## src/rtl/cmp_event_pkg.sv

```systemverilog
// Shared constants for the comparator event interrupt controller.
// Assumes a single control word with the bit positions listed below.
package cmp_event_pkg;
    localparam int WR_W      = 6;
    localparam int RD_W      = 7;
    localparam int B_REF     = 0;
    localparam int B_IEN     = 1;
    localparam int B_ROUTE   = 2;
    localparam int B_MODE_LO = 3;
    localparam int B_MODE_HI = 4;
    localparam int B_FLAG    = 5;
    localparam int B_STAT    = 6;

    typedef enum logic [1:0] {
        MODE_ANY  = 2'b00,
        MODE_RSVD = 2'b01,
        MODE_FALL = 2'b10,
        MODE_RISE = 2'b11
    } evt_mode_e;
endpackage

```

## src/rtl/cmp_sync.sv

```systemverilog
// Multi-flop synchronizer for one asynchronous bit.
// Assumes STAGES >= 2. Output latency is STAGES clock edges.
module cmp_sync #(
    parameter int STAGES = 2
) (
    input  logic clk,
    input  logic rst_n,
    input  logic d_i,
    output logic q_o
);
    logic [STAGES-1:0] chain_q;

    // Shift the asynchronous bit through the flop chain.
    always_ff @(posedge clk) begin
        if (!rst_n) chain_q <= '0;
        else        chain_q <= {chain_q[STAGES-2:0], d_i};
    end

    assign q_o = chain_q[STAGES-1];
endmodule

```

## src/rtl/cmp_edge_det.sv

```systemverilog
// Mode-selected edge detector for the synchronized comparator output.
// Compares each sample with the previous one, so one change yields one
// single-cycle event. The reserved mode produces no events.
module cmp_edge_det
    import cmp_event_pkg::*;
(
    input  logic      clk,
    input  logic      rst_n,
    input  logic      smp_i,
    input  evt_mode_e mode_i,
    output logic      evt_o
);
    logic prev_q;
    logic rise, fall;

    // Hold the previous synchronized sample.
    always_ff @(posedge clk) begin
        if (!rst_n) prev_q <= 1'b0;
        else        prev_q <= smp_i;
    end

    assign rise = smp_i & ~prev_q;
    assign fall = ~smp_i & prev_q;

    // Pick the event kind from the mode field.
    always_comb begin
        unique case (mode_i)
            MODE_ANY:  evt_o = rise | fall;
            MODE_FALL: evt_o = fall;
            MODE_RISE: evt_o = rise;
            default:   evt_o = 1'b0;
        endcase
    end
endmodule

```

## src/rtl/cmp_flag_ctl.sv

```systemverilog
// Sticky event flag. A hardware set takes priority over any clear in the
// same cycle, so no event is lost.
module cmp_flag_ctl (
    input  logic clk,
    input  logic rst_n,
    input  logic set_i,
    input  logic clr_i,
    output logic flag_o
);
    // Update the flag: set wins, then clear, else hold.
    always_ff @(posedge clk) begin
        if (!rst_n)     flag_o <= 1'b0;
        else if (set_i) flag_o <= 1'b1;
        else if (clr_i) flag_o <= 1'b0;
    end
endmodule

```

## src/rtl/cmp_event_irq.sv

```systemverilog
// Top level of the comparator event interrupt controller. Holds the
// control bits, drives the reference mux select and the capture trigger,
// and gates the interrupt request. Assumes the register write is a
// single-cycle strobe in the clk domain.
module cmp_event_irq
    import cmp_event_pkg::*;
#(
    parameter int SYNC_STAGES = 2
) (
    input  logic            clk,
    input  logic            rst_n,
    input  logic            cmp_raw_i,
    input  logic            gie_i,
    input  logic            reg_wr_i,
    input  logic [WR_W-1:0] reg_wdata_i,
    output logic [RD_W-1:0] reg_rdata_o,
    input  logic            irq_ack_i,
    output logic            irq_o,
    output logic            ref_sel_o,
    output logic            capt_trig_o
);
    logic      ref_q, ien_q, route_q;
    evt_mode_e mode_q;
    logic      cmp_s;
    logic      evt;
    logic      flag_q;
    logic      flag_clr;

    // Capture the control bits on a register write.
    always_ff @(posedge clk) begin
        if (!rst_n) begin
            ref_q   <= 1'b0;
            ien_q   <= 1'b0;
            route_q <= 1'b0;
            mode_q  <= MODE_ANY;
        end else if (reg_wr_i) begin
            ref_q   <= reg_wdata_i[B_REF];
            ien_q   <= reg_wdata_i[B_IEN];
            route_q <= reg_wdata_i[B_ROUTE];
            mode_q  <= evt_mode_e'(reg_wdata_i[B_MODE_HI:B_MODE_LO]);
        end
    end

    cmp_sync #(.STAGES(SYNC_STAGES)) u_sync (
        .clk   (clk),
        .rst_n (rst_n),
        .d_i   (cmp_raw_i),
        .q_o   (cmp_s)
    );

    cmp_edge_det u_edge (
        .clk    (clk),
        .rst_n  (rst_n),
        .smp_i  (cmp_s),
        .mode_i (mode_q),
        .evt_o  (evt)
    );

    assign flag_clr = irq_ack_i | (reg_wr_i & reg_wdata_i[B_FLAG]);

    cmp_flag_ctl u_flag (
        .clk    (clk),
        .rst_n  (rst_n),
        .set_i  (evt),
        .clr_i  (flag_clr),
        .flag_o (flag_q)
    );

    assign irq_o       = flag_q & ien_q & gie_i;
    assign ref_sel_o   = ref_q;
    assign capt_trig_o = route_q & cmp_s;
    assign reg_rdata_o = {cmp_s, flag_q, mode_q, route_q, ien_q, ref_q};
endmodule

```

## config.mk

```make
export PLATFORM = sky130hd
export DESIGN_NAME = cmp_event_irq
export DESIGN_NICKNAME = d
export VERILOG_FILES = /design/src/rtl/cmp_event_pkg.sv /design/src/rtl/cmp_sync.sv /design/src/rtl/cmp_edge_det.sv /design/src/rtl/cmp_flag_ctl.sv /design/src/rtl/cmp_event_irq.sv
export SDC_FILE = /design/constraint.sdc
export NUM_CORES = 1
export LEC_CHECK = 0
export ABC_CLOCK_PERIOD_IN_PS = 1290
export BUFFER_PORTS_ARGS = -buffer_cell sky130_fd_sc_hd__buf_2
export CAP_MARGIN = 20
export CORE_AREA = 2 2 39 41
export CTS_CLUSTER_DIAMETER = 120
export DETAILED_ROUTE_END_ITERATION = 12
export DIE_AREA = 0 0 41 43
export GPL_ROUTABILITY_DRIVEN = 0
export PLACE_DENSITY = 0.72
export SYNTH_ARGS = -nofsm -noshare
export SYNTH_HDL_FRONTEND = slang
export SYNTH_SLANG_ARGS = --single-unit
```

## constraint.sdc

```tcl
create_clock -name clk -period 1.29 [get_ports clk]
set_clock_uncertainty 0.2 [all_clocks]
set_input_delay 0.258 -clock clk [delete_from_list [all_inputs] [get_ports clk]]
set_output_delay 0.258 -clock clk [all_outputs]
set_load 0.05 [all_outputs]
```

==> results.cfg, run 1 <==
[status]
status = finished, violations left
violations = setup timing

[drt]
antenna_left = 0
drt_iter0_drc = 2
drc = 0
vias_per_cell = 4.33
wire_per_inst_um = 11.0
vias = 346
firstDrtPassIters = 3
wl_um = 876

[power_and_ir_drop]
seqPwrFrac = 0.456
power.density_mw_per_mm2 = 1020
pwr-share-comb = 0.227
leakage_nw = 0.314
internal-power_mw = 0.486
switching_share = 0.282
vdd_ir_drop_max_mv = 0.499
p_sw_mw = 0.191
p_total_mw = 0.678
p_clk_frac = 0.317

[placed_design]
post_dp_cell_area_um2 = 508
port_buffers = 21
dp.final_hpwl_um = 560

[die]
ios = 22
die_w_um = 41
rows = 14
core_mm2 = 0.00138
die-area_mm2 = 0.00176
initial_core_util = 0.295
fp.dieH_um = 43

[timing]
slew_headroom = 0.858
whs_ps = 44.3
hold_viol = 0
setup_slack_ps = -167
period_needed_ps = 1460
setup_viol = 6
clock.fmax_mhz = 686
worstMarginPinSlew_ps = 212
maxSlewViolCount = 0
fin_crit_sh = 1.13
rsz0062_at_grt = true

[synth]
ys_types = 15
ys_warn_count = 0
synth_area_leaders = dfxtp_1, mux2i_1, buf_4, nor2b_1, and2_1
synth_area_per_cell_um2 = 10.2
ys_ff_latch = 9
ys_seq_area_frac = 0.442
syn-cell-area_um2 = 408
synth_top_area_share = 0.442
yosysTopAreaCell = dfxtp_1
syn-num-nets = 54
synthCells = 40

[layout]
final_layout_size_suffix_gt1_frac = 0.609
design_area_um2 = 662
register_area_um2 = 189
nets = 79
fillers = 136
diodes = 0
multi_input_area_um2 = 193
final_util = 0.478
syn_to_final_growth_pct = 62.3

[clocking]
htreeDepth = 1
cts_buffers = 3
clockBufferDepth = 2
cts_root_buf = clkbuf_4
cts_tree = built
clk_latency_ps = 260
cts.clk_slew.worst_paths_ps = 60
numClockSinks = 9

[setup_path]
arrival_ps = 1000
required_ps = 830
crit_chain = buf_6 -> and2_4 -> buf_8
worst_setup_path_start_kind = register
end_kind = primary output
path_max_fanout = 4
crit_type = reg -> out
cp_slowest_stage_delay_ps = 340
cp_slowest_cell = dfxtp_2

[grt]
grt.overflow.total = 0
grt_antenna_before_repair = 0
gr-usage-all-layers = 0.0979
grt_max_degree = 10
grt_pass1_wl_um = 1120
grt_pass1_vias = 295

[run]
drv_cap = 0

[min_path]
hp-class = in -> reg
## cells in the mapped netlist (all sizes together)
library cell  instances
ha                    2
inv                   2
nor2b                 5
dfxtp                 9
mux2                  1
and2                  4
and3                  1
mux2i                 5
a21boi                1
a21oi                 1
nor3                  1
nand2                 1
nand3b                1
buf                   6
## cells by family (layout without fill, tap and decap cells)
kind of cell | after synthesis | after routing | synth area share
compound gates | 2 | 2 | 0.0307
fa+ha+maj | 2 | 2 | 0.0613
buf+inv | 8 | 32 | 0.123
flops | 9 | 9 | 0.442
mux | 6 | 6 | 0.150
simple gates | 13 | 13 | 0.193
## power by group through the flow
stage / sequential (mW) / combinational, mW / clock, mW
2_1_floorplan: 0.328 / 0.0744 / 0
3_3_place_gp: 0.309 / 0.118 / 0
3_5_place_dp: 0.310 / 0.120 / 0
4_1_cts: 0.308 / 0.140 / 0.228
5_1_grt: 0.311 / 0.162 / 0.245
6_report: 0.309 / 0.154 / 0.215
## registers in the layout (all words and copies together), names as in the netlist
signal and cells:
ref_sel_o 1, route_q 1, ien_q 1, u_edge.prev_q 1
u_sync.chain_q 2, u_flag.flag_o 1, mode_q 2
## cells in the final DEF, fill, tap and decap left out
cell           instances
mux2i_1                5
buf_8                  5
nor3_1                 1
clkbuf_1               1
inv_1                  2
a21boi_1               1
nand3b_1               1
dfxtp_2                7
ha_1                   2
and2_1                 3
buf_2                 11
buf_6                  5
a21oi_2                1
nand2_1                1
clkbuf_4               3
buf_4                  4
dfxtp_1                2
nor2b_1                5
and3_4                 1
mux2_4                 1
and2_4                 1
dlygate4sd3_1          1
## layout make-up
cell class / count / area share
Clock buffer: 4 / 0.0397
Inverter: 2 / 0.0113
Multi-Input combinational cell: 23 / 0.291
Sequential cell: 9 / 0.285
Tap cell: 16 / 0.0302
Timing Repair Buffer: 26 / 0.342
## final timing paths
path | depth (start not counted) | slack, ps | start | to
max | 3 | -170 | u_sync.chain_q[1] | capt_trig_o
min | 3 | 40 | irq_ack_i | u_flag.flag_o
max reg2reg | 5 | -60 | u_sync.chain_q[1] | u_flag.flag_o
min reg2reg | 1 | 240 | u_sync.chain_q[0] | u_sync.chain_q[1]
## per-stage QoR
step | setup TNS (ps) | std cells | worst slack (ps)
after floorplan | -59.9 | 40 | -59.9
after global placement | -76.4 | 73 | -76.4
after detailed placement | -161 | 73 | -140
after CTS | -412 | 78 | -183
after global routing | -651 | 80 | -205
final | -419 | 80 | -167
## worst max-delay path: cells and delay by family, from the launching register on
| family | cells | cell delay [ps] |
|---|---|---|
| flops | 1 | 340 |
| buf+inv | 2 | 250 |
| simple gates | 1 | 150 |
## repair_timing
action	CTS	global route
endpoints found under the setup margin	11	7
resized for setup	26	8
pin swaps	1	1
gates cloned	0	0
hold buffers	1	0
hold endpoints to repair	1	0
setup buffers	0	2
## routing by layer
layer / track usage / vias up / wire (um)
met4: 0.0800 / 0 / 15
met1: 0.111 / 161 / 334
met2: 0.141 / 11 / 484
met3: 0.0314 / 2 / 42
met5: 0 / - / 0
li1: - / 172 / -
Note: power is estimated with default switching activity, not from simulation.
==> run 2, diff against run 1 <==
==> constraint.sdc (replaced) <==
create_clock -name clk -period 1.29 [get_ports clk]
set_clock_uncertainty 0.2 [all_clocks]
set_input_delay 0.0645 -clock clk [delete_from_list [all_inputs] [get_ports clk]]
set_output_delay 0.0645 -clock clk [all_outputs]
set_load 0.05 [all_outputs]
==> results.cfg, run 2 (same netlist as run 1, synthesis figures left out) <==
[timing]
maxSlewViolCount = 0
slew_headroom = 0.835
setup_viol = 1
clock.fmax_mhz = 757
period_needed_ps = 1320
whs_ps = 20.3
hold_viol = 0
rsz0062_at_grt = true
final.setup.tns_ps = -30.8
fin_crit_sh = 1.02
setup_slack_ps = -30.8
worstMarginPinSlew_ps = 250

[die]
initial_core_util = 0.295
core_mm2 = 0.00138
die_w_um = 41
ios = 22
rows = 14
fp.dieH_um = 43
die-area_mm2 = 0.00176

[min_path]
worstHoldStart = reg_wr_i
hold_depth = 3
hold_end = route_q
hp-class = in -> reg

[layout]
design_area_um2 = 664
diodes = 0
final_layout_size_suffix_gt1_frac = 0.507
layout_commonest_cell = buf_2
fillers = 139
largest_registers = mode_q x2, u_sync.chain_q x2
final_util = 0.480
fin_cells = 85
nets = 84
syn_to_final_growth_pct = 62.9
most-common-layout-cells = buf_2, dlygate4sd3_1, dfxtp_1

[clocking]
cts.clk_slew.worst_paths_ps = 60
cts_buffers = 3
clk_latency_ps = 250
cts_root_buf = clkbuf_4
numClockSinks = 9
htreeDepth = 1
clockBufferDepth = 2
cts_tree = built

[placed_design]
post_dp_cell_area_um2 = 510
dp.final_hpwl_um = 581
dp.cells = 72
port_buffers = 21

[drt]
wire_per_inst_um = 9.61
vias_per_cell = 4.06
antenna_left = 0
drc = 0
wl_um = 817
firstDrtPassIters = 2
drt_iter0_drc = 5
vias = 345

[power_and_ir_drop]
power.density_mw_per_mm2 = 992
vdd_ir_drop_max_mv = 0.637
leakage_nw = 0.319

[grt]
grt_antenna_before_repair = 0
gr-usage-all-layers = 0.110
grt_pass1_vias = 323
grt.overflow.total = 0
grt_pass1_wl_um = 1260
grt_max_degree = 10

[setup_path]
r2r_start = u_sync.chain_q[1]
required_ps = 1230
worstRegToRegCells = 5
end_kind = register
arrival_ps = 1270
r2r_end = u_flag.flag_o
worst_setup_path_start_kind = register
r2r_setup_slack_ps = -30
crit_type = reg -> reg
path_max_fanout = 3

[status]
status = finished, violations left
violations = setup timing

[run]
drv_cap = 0
run 2: changes by cell type in the layout (fill, tap and decap cells not counted), moves of 2 or more:
cell           previous run  this run
inv_2                     0         2
dfxtp_2                   7         1
buf_4                     4         0
buf_2                    11        19
buf_6                     5         1
dfxtp_1                   2         6
dfxtp_4                   0         2
dlygate4sd3_1             1         9
inv_1                     2         0
buf_8                     5         1
ha_1                      2         0
run 2: report_power, final:
part	switching (mW)	internal, mW
registers	0.0116	0.291
logic	0.0813	0.0637
clock network	0.0923	0.119
total	0.185	0.474
run 2: how the worst max path moves through the flow:
stage,cells past startpoint,end,start
after floorplan,5,u_flag.flag_o,u_sync.chain_q[1]
after global placement,5,u_flag.flag_o,u_sync.chain_q[1]
after detailed placement,5,u_flag.flag_o,u_sync.chain_q[1]
after CTS,5,u_flag.flag_o,u_sync.chain_q[1]
after global routing,5,u_flag.flag_o,u_sync.chain_q[1]
final,5,u_flag.flag_o,u_sync.chain_q[1]
run 2: layout make-up:
type	count	area, um2	area share
Timing Repair Buffer	31	219	0.330
Sequential cell	9	189	0.284
Inverter	2	7.51	0.0113
Tap cell	16	20.0	0.0301
Multi-Input combinational cell	23	203	0.305
Clock buffer	4	26.3	0.0395
run 2: timing repair:
| item | 4_1_cts | 5_1_grt |
|---|---|---|
| hold endpoints to repair | 9 | 0 |
| pin swaps | 0 | 2 |
| gates resized for setup | 3 | 10 |
| setup buffers | 0 | 0 |
| hold buffers | 9 | 0 |
| endpoints found under the setup margin | 2 | 3 |
run 2: routing by layer:
metal / GRT usage / vias up / share of wire
met5: 0 / - / 0
met4: 0.0200 / 0 / 0
met2: 0.178 / 13 / 0.50
met3: 0.0785 / 0 / 0.081
met1: 0.111 / 150 / 0.42
li1: - / 182 / -
run 2: critical path: stages (launching register included):
cell	delay, ps
dfxtp_4	360
inv_2	40
ha_4	140
mux2_4	260
a21oi_2	130
a21boi_1	70
run 2: through the flow:
| stage | setup slack [ps] | power [mW] |
|---|---|---|
| floorplan | 7.08 | 0.404 |
| detailed placement | -4.24 | 0.430 |
| finish | -30.8 | 0.659 |
| global route | -103 | 0.697 |
| global placement | 17.7 | 0.428 |
| CTS | -12.9 | 0.670 |
==> run 3, diff against run 2 <==
--- a/config.mk
+++ b/config.mk
@@ -13,7 +13,6 @@
 export DETAILED_ROUTE_END_ITERATION = 12
 export DIE_AREA = 0 0 41 43
 export GPL_ROUTABILITY_DRIVEN = 0
-export PLACE_DENSITY = 0.72
 export SYNTH_ARGS = -nofsm -noshare
 export SYNTH_HDL_FRONTEND = slang
 export SYNTH_SLANG_ARGS = --single-unit
==> results.cfg, run 3 (same netlist as run 1, synthesis figures left out) <==
[status]
status = completed

[setup_path]
cp_slowest_cell = dfxtp_2
path_max_fanout = 3
crit_buf_inv = 2
required_ps = 1030
worst_setup_path_start_kind = register
r2r_start = u_sync.chain_q[1]
startpoint = u_sync.chain_q[1]
cp_slowest_stage_delay_ps = 330
end_kind = primary output
arrival_ps = 1010
crit_chain = buf_4 -> and2_4 -> buf_6
cp_top_family = flip-flops
crit_type = reg -> out

[timing]
setup_viol = 0
maxSlewViolCount = 0
worstMarginPinSlew_ps = 253
slew_headroom = 0.832
rsz0062_at_grt = true
hold_viol = 0
whs_ps = 16.5
clock.fmax_mhz = 784
period_needed_ps = 1280
fin_crit_sh = 0.988

[grt]
grt_max_degree = 10
gr-usage-all-layers = 0.118
grt_pass1_wl_um = 1370
grt_pass1_vias = 347
grt.overflow.total = 0
grt_antenna_before_repair = 0

[run]
drv_cap = 0

[drt]
wl_um = 830
drt_iter0_drc = 1
antenna_left = 0
firstDrtPassIters = 2
wire_per_inst_um = 9.76
vias_per_cell = 4.14
vias = 352
drc = 0

[die]
fp.dieH_um = 43
die-area_mm2 = 0.00176
die_w_um = 41
initial_core_util = 0.295
ios = 22
core_mm2 = 0.00138
rows = 14

[layout]
final_util = 0.469
layout_commonest_cell = buf_2
multi_input_area_um2 = 198
largest_registers = mode_q x2, u_sync.chain_q x2
syn_to_final_growth_pct = 59.2
register_area_um2 = 186
diodes = 0
most-common-layout-cells = buf_2, dlygate4sd3_1, dfxtp_1
nets = 84
final_layout_size_suffix_gt1_frac = 0.522
fin_cells = 85
fillers = 141
design_area_um2 = 649

[clocking]
clockBufferDepth = 2
cts_root_buf = clkbuf_4
cts_tree = built
clk_latency_ps = 250
numClockSinks = 9
postCtsSetupRepairBufs = 0
cts.clk_slew.worst_paths_ps = 60
cts_buffers = 3
htreeDepth = 1

[min_path]
worstHoldStart = reg_wr_i
hp-class = in -> reg

[power_and_ir_drop]
p_total_mw = 0.662
vdd_ir_drop_max_mv = 0.544
leakage_nw = 0.318
power.density_mw_per_mm2 = 1020

[placed_design]
post_dp_cell_area_um2 = 510
dp.final_hpwl_um = 577
port_buffers = 21
dp.cells = 72
[run 3: power breakdown]
group          switching (mW)  total, mW  internal (mW)
clock network          0.0949      0.214          0.119
registers              0.0116      0.304          0.292
logic                  0.0814      0.144         0.0624
total                   0.188      0.662          0.474
[run 3: timing repair]
item,4_1_cts,5_1_grt
pin swaps,3,2
hold buffers,9,0
gates resized for setup,8,2
hold endpoints to repair,9,0
endpoints found under the setup margin,2,3
[run 3: worst paths after layout]
path | cells after the start | end | slack (ps)
min reg2reg | 1 | u_sync.chain_q[1] | 260
min | 3 | ref_sel_o | 20
max | 3 | capt_trig_o | 10
max reg2reg | 5 | u_flag.flag_o | 30
[run 3: layout make-up]
| cell class | instances | area share |
|---|---|---|
| multi-input cells | 23 | 0.304 |
| clock buffers | 4 | 0.0405 |
| inverters | 2 | 0.0116 |
| well taps | 16 | 0.0308 |
| flip-flops and latches | 9 | 0.287 |
| repair buffers | 31 | 0.326 |
[run 3: through the flow]
step	setup slack [ps]	setup TNS (ps)
after floorplan	7.08	0
after global routing	-26.7	-52.5
after global placement	17.0	0
final	14.8	0
after detailed placement	-9.71	-9.71
after CTS	-1.89	-1.89
[run 3: worst min-delay path, stage by stage]
cell and delay (ps):
buf_2 180, mux2i_1 100, nor2b_1 90
[run 3: per-layer routing]
layer	GRT usage	vias to the layer above	wire (um)
li1	-	182	-
met1	0.143	155	361
met2	0.172	15	410
met3	0.0314	0	58
met4	0.0800	0	0
met5	0	-	0
